==> config.mk <==
export PLATFORM = sky130hd
export DESIGN_NAME = fpid_access_check
export DESIGN_NICKNAME = d
export VERILOG_FILES = /design/src/rtl/fpid_pkg.sv /design/src/rtl/fpid_word.sv /design/src/rtl/fpid_guest_rules.sv /design/src/rtl/fpid_hyp_rules.sv /design/src/rtl/fpid_access_check.sv
export SDC_FILE = /design/constraint.sdc
export NUM_CORES = 1
export LEC_CHECK = 0
export BUFFER_PORTS_ARGS = -buffer_cell sky130_fd_sc_hd__buf_2
export CORE_UTILIZATION = 32
export DETAILED_ROUTE_END_ITERATION = 7
export GPL_ROUTABILITY_DRIVEN = 0
export PLACE_DENSITY_LB_ADDON = 0.12
export REMOVE_ABC_BUFFERS = 1
export SKIP_LAST_GASP = 1
export SYNTH_ARGS = -nofsm -noshare
export SYNTH_HDL_FRONTEND = slang
export SYNTH_SLANG_ARGS = --single-unit
==> constraint.sdc <==
create_clock -name clk -period 1.41 [get_ports clk]
set_input_delay 0.3525 -clock clk [delete_from_list [all_inputs] [get_ports clk]]
set_output_delay 0.3525 -clock clk [all_outputs]
set_load 0.01 [all_outputs]
==> src/rtl/fpid_pkg.sv <==
package fpid_pkg;

    localparam int SYN_W = 8;

    typedef enum logic [1:0] {
        OUT_DATA   = 2'd0,
        OUT_UNDEF  = 2'd1,
        OUT_TRAP64 = 2'd2,
        OUT_TRAP32 = 2'd3
    } outcome_e;

    localparam logic [SYN_W-1:0] SYN_FP_CTRL = 8'h07;
    localparam logic [SYN_W-1:0] SYN_ID_GRP  = 8'h08;
    localparam logic [SYN_W-1:0] SYN_HYP_CP  = 8'h00;

    // Snapshot of everything a request depends on
    typedef struct packed {
        logic [1:0] lvl;
        logic       l1_32;
        logic       l2_32;
        logic       l3_32;
        logic       l2_on;
        logic       ns;
        logic       ns_permit;
        logic [1:0] cp_acc;
        logic       hx;
        logic       h64_fpt;
        logic       h64_en0;
        logic       h64_idt;
        logic       h32_cpt;
        logic       h32_idt;
    } ctx_t;

    typedef struct packed {
        outcome_e         kind;
        logic [SYN_W-1:0] syn;
    } verdict_t;

endpackage

==> src/rtl/fpid_word.sv <==
module fpid_word #(
    parameter int FIELD_W   = 4,
    parameter int DATA_W    = 32,
    parameter int FP_FEAT   = 4,
    parameter int SIMD_FEAT = 3
) (
    output logic [DATA_W-1:0] word
);
    localparam int USED_W = 2 * FIELD_W;
    localparam logic [FIELD_W-1:0] FP_CODE   = FIELD_W'(FP_FEAT);
    localparam logic [FIELD_W-1:0] SIMD_CODE = FIELD_W'(SIMD_FEAT);

    generate
        if (!(FP_FEAT == 0 || FP_FEAT == 4)) begin : g_fp_reserved
            $error("fpid_word: floating-point field value %0d is reserved", FP_FEAT);
        end
        if (!(SIMD_FEAT == 0 || SIMD_FEAT == 3)) begin : g_simd_reserved
            $error("fpid_word: SIMD field value %0d is reserved", SIMD_FEAT);
        end
        if (DATA_W < USED_W || FIELD_W < 3) begin : g_bad_width
            $error("fpid_word: widths cannot hold the feature fields");
        end
    endgenerate

    always_comb begin
        word                       = '0;
        word[FIELD_W-1:0]          = SIMD_CODE;
        word[USED_W-1:FIELD_W]     = FP_CODE;
    end
endmodule

==> src/rtl/fpid_guest_rules.sv <==
// Priority chain for reads issued from privilege level 1
module fpid_guest_rules
    import fpid_pkg::*;
(
    input  ctx_t     ctx,
    input  logic     ns_lock,
    output verdict_t v
);
    logic h64_path;
    logic h32_path;

    always_comb begin
        h64_path = ctx.l2_on && !ctx.l2_32;
        h32_path = ctx.l2_on &&  ctx.l2_32;
        v.kind   = OUT_DATA;
        v.syn    = '0;
        if (ctx.l1_32 && (ns_lock || ctx.cp_acc == 2'b00)) begin
            v.kind = OUT_UNDEF;
        end else if (h64_path && !ctx.hx && ctx.h64_fpt) begin
            v.kind = OUT_TRAP64;
            v.syn  = SYN_FP_CTRL;
        end else if (h64_path && ctx.hx && !ctx.h64_en0) begin
            v.kind = OUT_TRAP64;
            v.syn  = SYN_FP_CTRL;
        end else if (h32_path && (ns_lock || ctx.h32_cpt)) begin
            v.kind = OUT_TRAP32;
            v.syn  = SYN_ID_GRP;
        end else if (h64_path && ctx.h64_idt) begin
            v.kind = OUT_TRAP64;
            v.syn  = SYN_ID_GRP;
        end else if (h32_path && ctx.h32_idt) begin
            v.kind = OUT_TRAP32;
            v.syn  = SYN_ID_GRP;
        end
    end
endmodule

==> src/rtl/fpid_hyp_rules.sv <==
// Priority chain for reads issued from privilege level 2
module fpid_hyp_rules
    import fpid_pkg::*;
(
    input  ctx_t     ctx,
    input  logic     ns_lock,
    output verdict_t v
);
    always_comb begin
        v.kind = OUT_DATA;
        v.syn  = '0;
        if (!ctx.hx && ctx.h64_fpt) begin
            v.kind = OUT_TRAP64;
            v.syn  = SYN_FP_CTRL;
        end else if (ctx.hx && !ctx.h64_en0) begin
            v.kind = OUT_TRAP64;
            v.syn  = SYN_FP_CTRL;
        end else if (ctx.l2_on && ctx.l2_32 && (ns_lock || ctx.h32_cpt)) begin
            v.kind = OUT_TRAP32;
            v.syn  = SYN_HYP_CP;
        end
    end
endmodule

==> src/rtl/fpid_access_check.sv <==
module fpid_access_check
    import fpid_pkg::*;
#(
    parameter int FIELD_W   = 4,
    parameter int DATA_W    = 32,
    parameter int FP_FEAT   = 4,
    parameter int SIMD_FEAT = 3
) (
    input  logic              clk,
    input  logic              rst,
    input  logic              req_valid,
    input  logic [1:0]        priv_lvl,
    input  logic              lvl1_is32,
    input  logic              lvl2_is32,
    input  logic              lvl3_is32,
    input  logic              lvl2_on,
    input  logic              nonsecure,
    input  logic              ns_cp_permit,
    input  logic [1:0]        cp_access,
    input  logic              host_ext,
    input  logic              h64_fp_trap,
    input  logic [1:0]        h64_fp_enable,
    input  logic              h64_id_trap,
    input  logic              h32_cp_trap,
    input  logic              h32_id_trap,
    output logic              rsp_valid,
    output logic [1:0]        rsp_outcome,
    output logic [SYN_W-1:0]  rsp_syndrome,
    output logic [DATA_W-1:0] rsp_data
);
    typedef struct packed {
        logic              vld;
        outcome_e          kind;
        logic [SYN_W-1:0]  syn;
        logic [DATA_W-1:0] data;
    } rsp_t;

    ctx_t              ctx;
    logic              ns_lock;
    logic              enable_hi_unused;
    logic [DATA_W-1:0] id_word;
    verdict_t          v_guest;
    verdict_t          v_hyp;
    verdict_t          v_sel;
    rsp_t              st_d;
    rsp_t              st_q;

    // Bit 1 of the enable field is a don't-care in every rule
    assign enable_hi_unused = h64_fp_enable[1];

    always_comb begin
        ctx.lvl       = priv_lvl;
        ctx.l1_32     = lvl1_is32;
        ctx.l2_32     = lvl2_is32;
        ctx.l3_32     = lvl3_is32;
        ctx.l2_on     = lvl2_on;
        ctx.ns        = nonsecure;
        ctx.ns_permit = ns_cp_permit;
        ctx.cp_acc    = cp_access;
        ctx.hx        = host_ext;
        ctx.h64_fpt   = h64_fp_trap;
        ctx.h64_en0   = h64_fp_enable[0];
        ctx.h64_idt   = h64_id_trap;
        ctx.h32_cpt   = h32_cp_trap;
        ctx.h32_idt   = h32_id_trap;
    end

    // Non-secure side locked out of the coprocessor by a 32-bit monitor
    assign ns_lock = ctx.l3_32 && ctx.ns && !ctx.ns_permit;

    fpid_word #(
        .FIELD_W  (FIELD_W),
        .DATA_W   (DATA_W),
        .FP_FEAT  (FP_FEAT),
        .SIMD_FEAT(SIMD_FEAT)
    ) u_word (
        .word(id_word)
    );

    fpid_guest_rules u_guest (
        .ctx    (ctx),
        .ns_lock(ns_lock),
        .v      (v_guest)
    );

    fpid_hyp_rules u_hyp (
        .ctx    (ctx),
        .ns_lock(ns_lock),
        .v      (v_hyp)
    );

    always_comb begin
        v_sel.kind = OUT_UNDEF;
        v_sel.syn  = '0;
        case (ctx.lvl)
            2'd1:    v_sel = v_guest;
            2'd2:    v_sel = v_hyp;
            2'd3:    v_sel.kind = (ctx.cp_acc == 2'b00) ? OUT_UNDEF : OUT_DATA;
            default: v_sel.kind = OUT_UNDEF;
        endcase
    end

    always_comb begin
        st_d = '0;
        if (req_valid) begin
            st_d.vld  = 1'b1;
            st_d.kind = v_sel.kind;
            if (v_sel.kind == OUT_TRAP64 || v_sel.kind == OUT_TRAP32) begin
                st_d.syn = v_sel.syn;
            end
            if (v_sel.kind == OUT_DATA) begin
                st_d.data = id_word;
            end
        end
    end

    always_ff @(posedge clk) begin
        if (rst) begin
            st_q <= '0;
        end else begin
            st_q <= st_d;
        end
    end

    assign rsp_valid    = st_q.vld;
    assign rsp_outcome  = st_q.kind;
    assign rsp_syndrome = st_q.syn;
    assign rsp_data     = st_q.data;
endmodule

==> metrics.yaml <==
syn-mean-instance-area_um2: 8.18
hold_viol: 0
port_buffers: 28
synthTopCellsByArea: "buf_4 41%, dfxtp_1 18%, ha_1 7.5%"
drtIter0Drc: 2
drt.antenna.violating_nets: 0
layout_setup_ws_ps: 112
cts_resized: 0
grt_pass1_vias: 342
core_area_um2: 1960
clockPowerShare_pct: 30.8
pin_count: 63
yosysWarnings: 0
synth-seq-cells: 6
synth-seq-area-share_pct: 17.9
cap_violations: 0
start_util_pct: 34.2
num_rows: 16
power_density_nw_per_um2: 641
routedWlPerCell_um: 7.13
layout-drive-gt1-share_pct: 36.8
hpwlAfterDp_um: 897
finalNetCount: 140
drv_slew: 0
chipHeight_um: 47.8
synth.distinct_cells: 23
syn2layout_area_growth_pct: 12.5
clk_pin_slew_ps: 40
min_period_ps: 1300
pwr-share-seq_pct: 36.8
placed_area_um2: 732
power_leakage_nw: 0.449
gr-total-overflow: 0
nFillCells: 231
critPathArrivalTime_ps: 1420
synth.largest_area_cell: "buf_4"
worstHoldStart: "req_valid"
syn_inst: 82
vias: 527
final_cell_mix: "33 x conb_1, 28 x buf_2, 6 x inv_1, 6 x buf_4, 6 x dfxtp_1"
cts_tree: "done"
antenna_cells: 0
clockRootBuffer: "clkbuf_4"
status: "complete, no violations"
synth_top_area_share_pct: 41.4
cts.sinks: 6
vias_per_cell: 3.74
die_w_um: 47.8
post-place-ws_ps: -132
dr.pass1.iters: 2
syn-cell-area_um2: 671
dieArea_um2: 2280
clockBufferDepth: 2
drcViolationCount: 0
post-route-period-util_pct: 92.0
postLayoutCellArea_um2: 754
grt_first_pass_wirelength_um: 1320
crit_required_ps: 1540
fmax_mhz: 771
crit_fanout: 5
p_sw_share_pct: 31.0
antenna_found_initial: 0
h-tree-depth: 1
pwr-share-comb_pct: 32.4
hold_end: "rsp_valid$_SDFF_PP0_"
track_usage_pct: 8.62
fin_util_pct: 38.5
hold_path_class: "primary input to flop"
hold_depth: 3
cts_setup_buffers: 0
internal_power_w: 0.000334
ir_drop_mv: 0.214
final.setup.tns_ps: 0
finalSetupViolCount: 0
hold_ws_ps: 381
cts_hold_buf: 0
grt_max_degree: 8
start_kind: "primary input"
rsz0062_at_grt: "false"
layout_commonest_cell: "conb_1"
numCtsBuffers: 3
routed_wl_um: 1010
p_sw_w: 0.000150
critPathCaptureType: "flop"
critPathKind: "primary input to flop"
## kinds of logic after synthesis
| logic type | share of synthesized area (%) |
|---|---|
| other cells | 0.559 |
| compound gates | 12.3 |
| flops | 17.9 |
| fa+ha+maj | 7.46 |
| buf+inv | 44.8 |
| simple gates | 17.0 |
## synth_stat cells
library cell  count
a32oi_1           2
a31o_1            1
o21ai_2           1
o211ai_1          2
and3b_4           1
a21oi_1           1
nand2_1           3
o21ai_0           1
dfxtp_1           6
nor3_1            2
and3_1            3
o311ai_1          1
o21ai_1           1
nor4_1            1
conb_1            1
o32ai_1           1
and3_2            1
ha_1              4
nor4b_4           1
inv_1             6
nand2b_2          1
nor2_1            4
buf_4            37
## critical path: stages
cell      delay [ps]
buf_2             90
and3b_4          330
o311ai_1          90
and3_1           190
a31o_1           200
and3_1           180
## area by class of cell
class	count	area (µm²)	share of cell area, %
clock buffer	3	22.5	2.99
timing repair buffer	34	185	24.5
sequential	6	120	15.9
multi-input combinational	65	370	49.1
tap	27	33.8	4.48
inverter	6	22.5	2.99
## per-stage QoR
stage / power [W] / cells
floorplan: 0.000273 / 77
CTS: 0.000491 / 141
finish: 0.000484 / 141
detailed placement: 0.000337 / 138
global placement: 0.000336 / 138
global route: 0.000524 / 141
## worst max path at each step
stage	from	to	slack, ps	depth (start not counted)
after floorplan	ns_cp_permit	rsp_data[1]$_SDFF_PP0_	30	5
after global placement	ns_cp_permit	rsp_data[1]$_SDFF_PP0_	-140	6
after detailed placement	ns_cp_permit	rsp_data[1]$_SDFF_PP0_	-130	6
after CTS	ns_cp_permit	rsp_data[1]$_SDFF_PP0_	110	6
after global routing	ns_cp_permit	rsp_data[1]$_SDFF_PP0_	50	6
final	ns_cp_permit	rsp_data[1]$_SDFF_PP0_	110	6
## power by group through the flow
| stage | clock (W) | combinational, W | sequential [W] |
|---|---|---|---|
| floorplan | 0 | 0.0000854 | 0.000187 |
| global placement | 0 | 0.000155 | 0.000181 |
| detailed placement | 0 | 0.000156 | 0.000181 |
| CTS | 0.000156 | 0.000156 | 0.000178 |
| global route | 0.000165 | 0.000180 | 0.000179 |
| finish | 0.000149 | 0.000157 | 0.000178 |
## per-layer routing
layer,vias to the layer above,routed length (µm),track usage (%)
met5,-,0,0
met4,0,0,8.33
met3,0,102,1.13
met2,33,512,13.2
met1,226,391,10.1
li1,268,-,-
## flip-flops by register name, summed over array words and instances, names as in the netlist
register / cells
rsp_outcome: 2
rsp_valid: 1
rsp_data: 1
rsp_syndrome: 2
(Power assumes the default switching activity.)
